**src/rtl/bshift_pkg.sv**
```systemverilog
package bshift_pkg;

  typedef enum logic [2:0] {
    OP_LOAD = 3'b000,
    OP_LSL  = 3'b001,
    OP_LSR  = 3'b010,
    OP_ROL  = 3'b011,
    OP_ROR  = 3'b100,
    OP_ASL  = 3'b101,
    OP_ASR  = 3'b110,
    OP_CLR  = 3'b111
  } shop_e;

  // Moves toward the MSB
  function automatic logic op_is_left(shop_e o);
    return (o == OP_LSL) || (o == OP_ROL) || (o == OP_ASL);
  endfunction

  // Moves toward the LSB
  function automatic logic op_is_right(shop_e o);
    return (o == OP_LSR) || (o == OP_ROR) || (o == OP_ASR);
  endfunction

  // Bit entering the vacated end, from the pre-move end bits
  function automatic logic fill_bit(shop_e o, logic top, logic bot);
    case (o)
      OP_ROL:  return top;
      OP_ROR:  return bot;
      OP_ASR:  return top;
      default: return 1'b0;
    endcase
  endfunction

  // Sign changes on a left move when the two leading bits disagree
  function automatic logic sign_breaks(logic top, logic next_top);
    return top ^ next_top;
  endfunction

endpackage

```
**src/rtl/bshift_ctrl.sv**
```systemverilog
module bshift_ctrl
  import bshift_pkg::*;
(
  input  logic       en,
  input  logic [2:0] op,
  input  logic       top,
  input  logic       bot,
  output logic       do_load,
  output logic       do_clr,
  output logic       go_left,
  output logic       go_right,
  output logic       asl_fire,
  output logic       fill
);
  shop_e code;

  always_comb begin
    code     = shop_e'(op);
    do_load  = en && (code == OP_LOAD);
    do_clr   = en && (code == OP_CLR);
    go_left  = en && op_is_left(code);
    go_right = en && op_is_right(code);
    asl_fire = en && (code == OP_ASL);
    fill     = fill_bit(code, top, bot);
  end
endmodule

```
**src/rtl/bshift_lanes.sv**
```systemverilog
module bshift_lanes #(
  parameter int W = 8
) (
  input  logic [W-1:0] cur,
  input  logic [W-1:0] din,
  input  logic         do_load,
  input  logic         do_clr,
  input  logic         go_left,
  input  logic         go_right,
  input  logic         fill,
  output logic [W-1:0] nxt
);
  for (genvar i = 0; i < W; i++) begin : g_lane
    logic from_low;
    logic from_high;

    if (i == 0) begin : g_bot
      assign from_low = fill;
    end else begin : g_midl
      assign from_low = cur[i-1];
    end

    if (i == W-1) begin : g_top
      assign from_high = fill;
    end else begin : g_midh
      assign from_high = cur[i+1];
    end

    always_comb begin
      if (do_load)       nxt[i] = din[i];
      else if (do_clr)   nxt[i] = 1'b0;
      else if (go_left)  nxt[i] = from_low;
      else if (go_right) nxt[i] = from_high;
      else               nxt[i] = cur[i];
    end
  end
endmodule

```
**src/rtl/bshift_flag.sv**
```systemverilog
module bshift_flag
  import bshift_pkg::*;
(
  input  logic clk,
  input  logic rst,
  input  logic asl_fire,
  input  logic wipe,
  input  logic top,
  input  logic next_top,
  output logic flag
);
  logic flag_d;

  always_comb begin
    if (wipe)          flag_d = 1'b0;
    else if (asl_fire) flag_d = sign_breaks(top, next_top);
    else               flag_d = flag;
  end

  always_ff @(posedge clk) begin
    if (rst) flag <= 1'b0;
    else     flag <= flag_d;
  end
endmodule

```
**src/rtl/bitshift_reg.sv**
```systemverilog
module bitshift_reg #(
  parameter int W = 8
) (
  input  logic         clk,
  input  logic         rst,
  input  logic         en,
  input  logic [2:0]   op,
  input  logic [W-1:0] din,
  output logic [W-1:0] q,
  output logic         ovf
);
  localparam int TOP = W - 1;
  localparam int SUB = W - 2;

  logic [W-1:0] q_nxt;
  logic         do_load;
  logic         do_clr;
  logic         go_left;
  logic         go_right;
  logic         asl_fire;
  logic         fill;
  logic         wipe;

  initial begin
    if (W < 2) $error("bitshift_reg needs W >= 2");
  end

  bshift_ctrl u_ctrl (
    .en       (en),
    .op       (op),
    .top      (q[TOP]),
    .bot      (q[0]),
    .do_load  (do_load),
    .do_clr   (do_clr),
    .go_left  (go_left),
    .go_right (go_right),
    .asl_fire (asl_fire),
    .fill     (fill)
  );

  bshift_lanes #(.W(W)) u_lanes (
    .cur      (q),
    .din      (din),
    .do_load  (do_load),
    .do_clr   (do_clr),
    .go_left  (go_left),
    .go_right (go_right),
    .fill     (fill),
    .nxt      (q_nxt)
  );

  assign wipe = do_load || do_clr;

  bshift_flag u_flag (
    .clk      (clk),
    .rst      (rst),
    .asl_fire (asl_fire),
    .wipe     (wipe),
    .top      (q[TOP]),
    .next_top (q[SUB]),
    .flag     (ovf)
  );

  always_ff @(posedge clk) begin
    if (rst) q <= '0;
    else     q <= q_nxt;
  end
endmodule

```
**config.mk**
```make
export PLATFORM = sky130hd
export DESIGN_NAME = bitshift_reg
export DESIGN_NICKNAME = d
export VERILOG_FILES = /design/src/rtl/bshift_pkg.sv /design/src/rtl/bshift_ctrl.sv /design/src/rtl/bshift_lanes.sv /design/src/rtl/bshift_flag.sv /design/src/rtl/bitshift_reg.sv
export SDC_FILE = /design/constraint.sdc
export NUM_CORES = 1
export LEC_CHECK = 0
export BUFFER_PORTS_ARGS = -buffer_cell sky130_fd_sc_hd__buf_2
export CAP_MARGIN = 20
export CORE_UTILIZATION = 30
export CTS_BUF_LIST = sky130_fd_sc_hd__clkbuf_8
export CTS_CLUSTER_SIZE = 30
export DETAILED_ROUTE_END_ITERATION = 12
export GPL_TIMING_DRIVEN = 1
export SLEW_MARGIN = 10
export SYNTH_ARGS = -nofsm -noshare
export SYNTH_HDL_FRONTEND = slang
export SYNTH_HIERARCHICAL = 1
export SYNTH_SLANG_ARGS = --single-unit
```
**constraint.sdc**
```tcl
create_clock -name clk -period 2.5 [get_ports clk]
set_clock_uncertainty 0.1 [all_clocks]
set_input_delay 0.75 -clock clk [delete_from_list [all_inputs] [get_ports clk]]
set_output_delay 0.75 -clock clk [all_outputs]
set_load 0.05 [all_outputs]
```
== Word level (Yosys, flattened, before mapping) ==
Cells that the tools add are included.

* Register bits after elaboration: 9
* Latch bits: 0
* Memory bits (writable): 0
* ROM bits: 0
* Word-level logic and storage cells: 57
* Memories kept: 0

* Add/sub/neg operators: 0
* Multipliers: 0
* Div/mod/pow operators: 0
* Order comparisons: 0
* Eq/ne operators: 7
* Shift-type cells: 0
* Multiplexer cells: 33
* Bitwise gates (word level): 1
* Reduce and logical (&&, ||, !) cells: 14

{| class="wikitable"
|+ Operators by type and width
! operator !! number
|-
| $mux 1 || 32
|-
| $eq 3x3->1 const B || 4
|-
| $eq 3x2->1 const B || 2
|-
| $logic_and 1x1->1 || 5
|-
| $logic_or 1x1->1 || 5
|-
| $reduce_bool 4->1 || 1
|-
| $reduce_or 2->1 || 2
|-
| $eq 3x1->1 const B || 1
|-
| $logic_not 3->1 || 1
|-
| $pmux 1 s2 || 1
|-
| $xor 1x1->1 || 1
|}

== Depth between registers and ports, before layout ==
* Depth in word-level cells: 8
* Depth in mapped cells: 7
* Gate-level depth less buffers: 5

== By module ==
Netlist, hierarchy kept.

{| class="wikitable"
|+ Modules (own cells, without submodules)
! module !! times used !! cells an instance !! area each (sq um) !! sequential area each (sq um)
|-
| bshift_lanes || 1 || 36 || 327.8 || 0.0
|-
| bitshift_reg || 1 || 17 || 216.5 || 160.2
|-
| bshift_ctrl || 1 || 14 || 83.8 || 0.0
|-
| bshift_flag || 1 || 4 || 47.5 || 20.0
|}

== Worst setup path before layout ==
No wires, ideal clock.

* Path kind: in2reg
* From: input op[1]
* To: register q[7]
* Setup time: 114 ps
* Arrival: 1927 ps
* Required time: 2286 ps
* Setup slack: 359 ps
* Stages: 6
* Path buffers: 2
* Cells stage by stage: buf_2 > nor3_1 > buf_2 > nand4bb_1 > o211ai_2 > nor2b_1

* Elaborated cells between the ends (all ways): 23
* Those cells by class: eq/ne: 7; mux: 5; reduce/logical: 11

{| class="wikitable"
|+ RTL lines
! what !! RTL line !! RTL
|-
| start: declaration || bitshift_reg.sv:7 || <nowiki>input logic [2:0] op,</nowiki>
|-
| $logic_not 3->1 || bshift_ctrl.sv:19 || <nowiki>do_load = en && (code == OP_LOAD);</nowiki>
|-
| $logic_and 1x1->1 || bshift_ctrl.sv:19 ||
|-
| named net do_load || bitshift_reg.sv:16 || <nowiki>logic do_load;</nowiki>
|-
| $mux 1 || bshift_lanes.sv:30 || <nowiki>if (do_load) nxt[i] = din[i];</nowiki>
|-
| named net q_nxt[7] || bitshift_reg.sv:15 || <nowiki>logic [W-1:0] q_nxt;</nowiki>
|-
| end signal: assignment || bitshift_reg.sv:66 || <nowiki>else q <= q_nxt;</nowiki>
|-
| end: declaration || bitshift_reg.sv:9 || <nowiki>output logic [W-1:0] q,</nowiki>
|}

The timed path passes the listed nets, and every way through them passes these cells. The select of a mux whose other input is x is not followed.
A chain may end at the register's enable or synchronous reset.

== Worst setup path in the final report ==
* From: input op[0]
* To: register q[2]

Same word-level chain as after synthesis.

==> run summary <==
Clock power frac: 0.429
endpoints failing setup: 0
ANT nets after route: 0
Post-Route WL: 1.50 mm
first-pass GRT wire length: 2.46 mm
Final Cell Area: 883 um^2
hold_ws: 428 ps
Worst Path Arrival: 2100 ps
routed vias/inst: 4.72
DR pass1 iterations: 4
gr usage total: 0.131
hold_sp: u_flag/flag$_SDFFE_PP0P_
DRC errors left: 0
largest net degree at the start of global routing: 10
Final #Nets: 114
share of layout cells above drive strength 1: 0.414
Hold/Removal Path Class: flip-flop to flip-flop
Yosys cell types: 21
DP Area: 838 um^2
power density cells: 442 nW/um^2
setup_tns: 0 ps
Fill cells: 230
GPL Wtd Cong: 0.709
Setup crit end kind: flip-flop
initial DRC count: 3
clock sinks: 9
placed cells: 122
worst reg2reg startpoint: q[7]$_SDFF_PP0_
post-CTS sizing: 0
via count: 595
Final Max Slew Viols: 0
Mapped Area: 676 um^2
Top Ports: 23
clock root buffer: clkbuf_8
worst-path fanout max: 8
Pleak: 0.399 nW
initial core utilization: 0.331
Hold Fails Final Rpt: 0
Crit path max-delay family: simple AND/OR/NAND/NOR gates
CTS tree: done
Worst Path Buf+Inv: 1
Fmax achieved: 481 MHz
Pint: 0.285 mW
antenna violations before repair: 0
NetSw: 0.106 mW
post-route setup slack: 420 ps
GR Overflow Total: 0
final core utilization: 0.433
status: complete, no violations
Tcrit/Tclk final: 0.832
synthesized netlist cell count: 71
unrepaired setup endpoints after global routing: false
routed length per placed instance: 11.9 um
Finished Layout Cells: 126
Reg power frac: 0.386
crit path time final: 2080 ps
Die X: 49.5 um
core area: 2040 um^2
clock transition at the registers of the reported paths: 50 ps
Synth Register Bits: 9
Port Buffers: 22
n_diodes: 0
worst slack at placement: 205 ps
Syn Nets: 85
max cap viols: 0
Max stage delay on crit path: 450 ps
total CTS buffers: 3
hold_buf cts: 0
die height: 49.5 um
syn_area_per_cell: 9.52 um^2
max_slew headroom: 0.700
startpoint types: input pin
Clock Path Buffers: 2
crit-path cells: buf_2, nand2b_1, nor3_1, or3_1, o211ai_2, nor2b_1
Worst EP required: 2520 ps
Peak VDD IR: 0.000267 V
Worst Tran Pin Value: 447 ps
row count: 16
CP max-delay cell: or3_1
H-Tree Level Count: 1
area grow syn2layout: 30.7%
Die Area: 2450 um^2
Worst-Skew Late Latency: 230 ps
DP Wirelength: 1.09 mm
combinational power share: 0.185
post-synthesis sequential area ratio: 0.267
vias in the first global route: 565
post-CTS setup buffer count: 0
Worst Setup SP: op[0]
switching share of power: 0.271
total power: 0.390 mW
Yosys Warn Count: 6
Setup CP Type: input pin to flip-flop
==> synth_stat cells <==
| library cell | count | area [um^2] |
|---|---|---|
| or2_1 | 1 | 6.26 |
| xnor2_1 | 1 | 8.76 |
| or4bb_1 | 6 | 67.6 |
| o21ai_1 | 1 | 5.00 |
| nor2_1 | 4 | 15.0 |
| nor2b_1 | 8 | 50.1 |
| nand4bb_1 | 2 | 22.5 |
| nor3_1 | 1 | 5.00 |
| buf_6 | 1 | 11.3 |
| mux2i_1 | 9 | 90.1 |
| nand2b_1 | 1 | 6.26 |
| or3_1 | 1 | 6.26 |
| dfxtp_1 | 9 | 180 |
| or2b_1 | 1 | 7.51 |
| o211ai_2 | 8 | 100 |
| buf_2 | 3 | 15.0 |
| a2111oi_2 | 1 | 15.0 |
| a21oi_1 | 1 | 5.00 |
| nand4b_1 | 1 | 8.76 |
| nor3b_2 | 1 | 12.5 |
| nand2_1 | 10 | 37.5 |
==> cells in the final DEF, fill, tap and decap left out, types with 2 or more instances in the layout <==
master | netlist | final
o211ai_2 | 8 | 8
or4bb_1 | 6 | 6
buf_4 | 0 | 6
mux2i_1 | 9 | 9
clkbuf_8 | 0 | 3
dfxtp_1 | 9 | 9
nand2_1 | 10 | 10
nand4bb_1 | 2 | 2
nor2b_1 | 8 | 8
buf_2 | 3 | 22
nor2_1 | 4 | 4
==> flip-flops by register name, indices dropped and copies added, names as in the netlist <==
signal	flops
q	8
u_flag/flag	1
==> layout make-up <==
class,instances,area (um^2),share of cell area
sequential,9,180,0.204
multi-input combinational,58,469,0.531
clock buffer,3,41.3,0.0467
timing repair buffer,28,155,0.176
clock inverter,1,3.75,0.00425
tap,27,33.8,0.0382
==> final timing paths <==
check / endpoint / cells past startpoint / slack, ps
min reg2reg: u_flag/flag$_SDFFE_PP0P_ / 2 / 430
min: u_flag/flag$_SDFFE_PP0P_ / 2 / 430
max reg2reg: q[0]$_SDFF_PP0_ / 5 / 990
max: q[2]$_SDFF_PP0_ / 6 / 420
==> tightest hold or removal path, delay by kind of cell, from the launching register on <==
kind	cells	cell delay [ps]
flops	1	300
simple gates	1	120
compound gates	1	60
==> cells by family (layout without fill, tap and decap cells) <==
group	Yosys count	after routing	share of synthesized area
DFF	9	9	0.267
AOI/OAI and AO/OA	11	11	0.185
muxes	9	9	0.133
xor gates and xnor gates	1	1	0.0130
buffers and inverters	4	32	0.0389
and+or+nand+nor	37	37	0.363
==> power by group through the flow <==
| stage | Combinational, mW | Sequential (mW) | Clock, mW |
|---|---|---|---|
| after global placement | 0.0719 | 0.154 | 0 |
| after global routing | 0.0783 | 0.151 | 0.177 |
| after detailed placement | 0.0727 | 0.154 | 0 |
| final | 0.0723 | 0.151 | 0.167 |
| after floorplan | 0.0377 | 0.165 | 0 |
| after CTS | 0.0729 | 0.151 | 0.170 |
==> metal layers <==
metal	vias up	GRT usage	wire length, um
met3	2	0.0278	66
met5	-	0	0
met2	15	0.192	652
met1	262	0.173	772
met4	0	0.0857	8
li1	316	-	-
(Power assumes the default switching activity.)
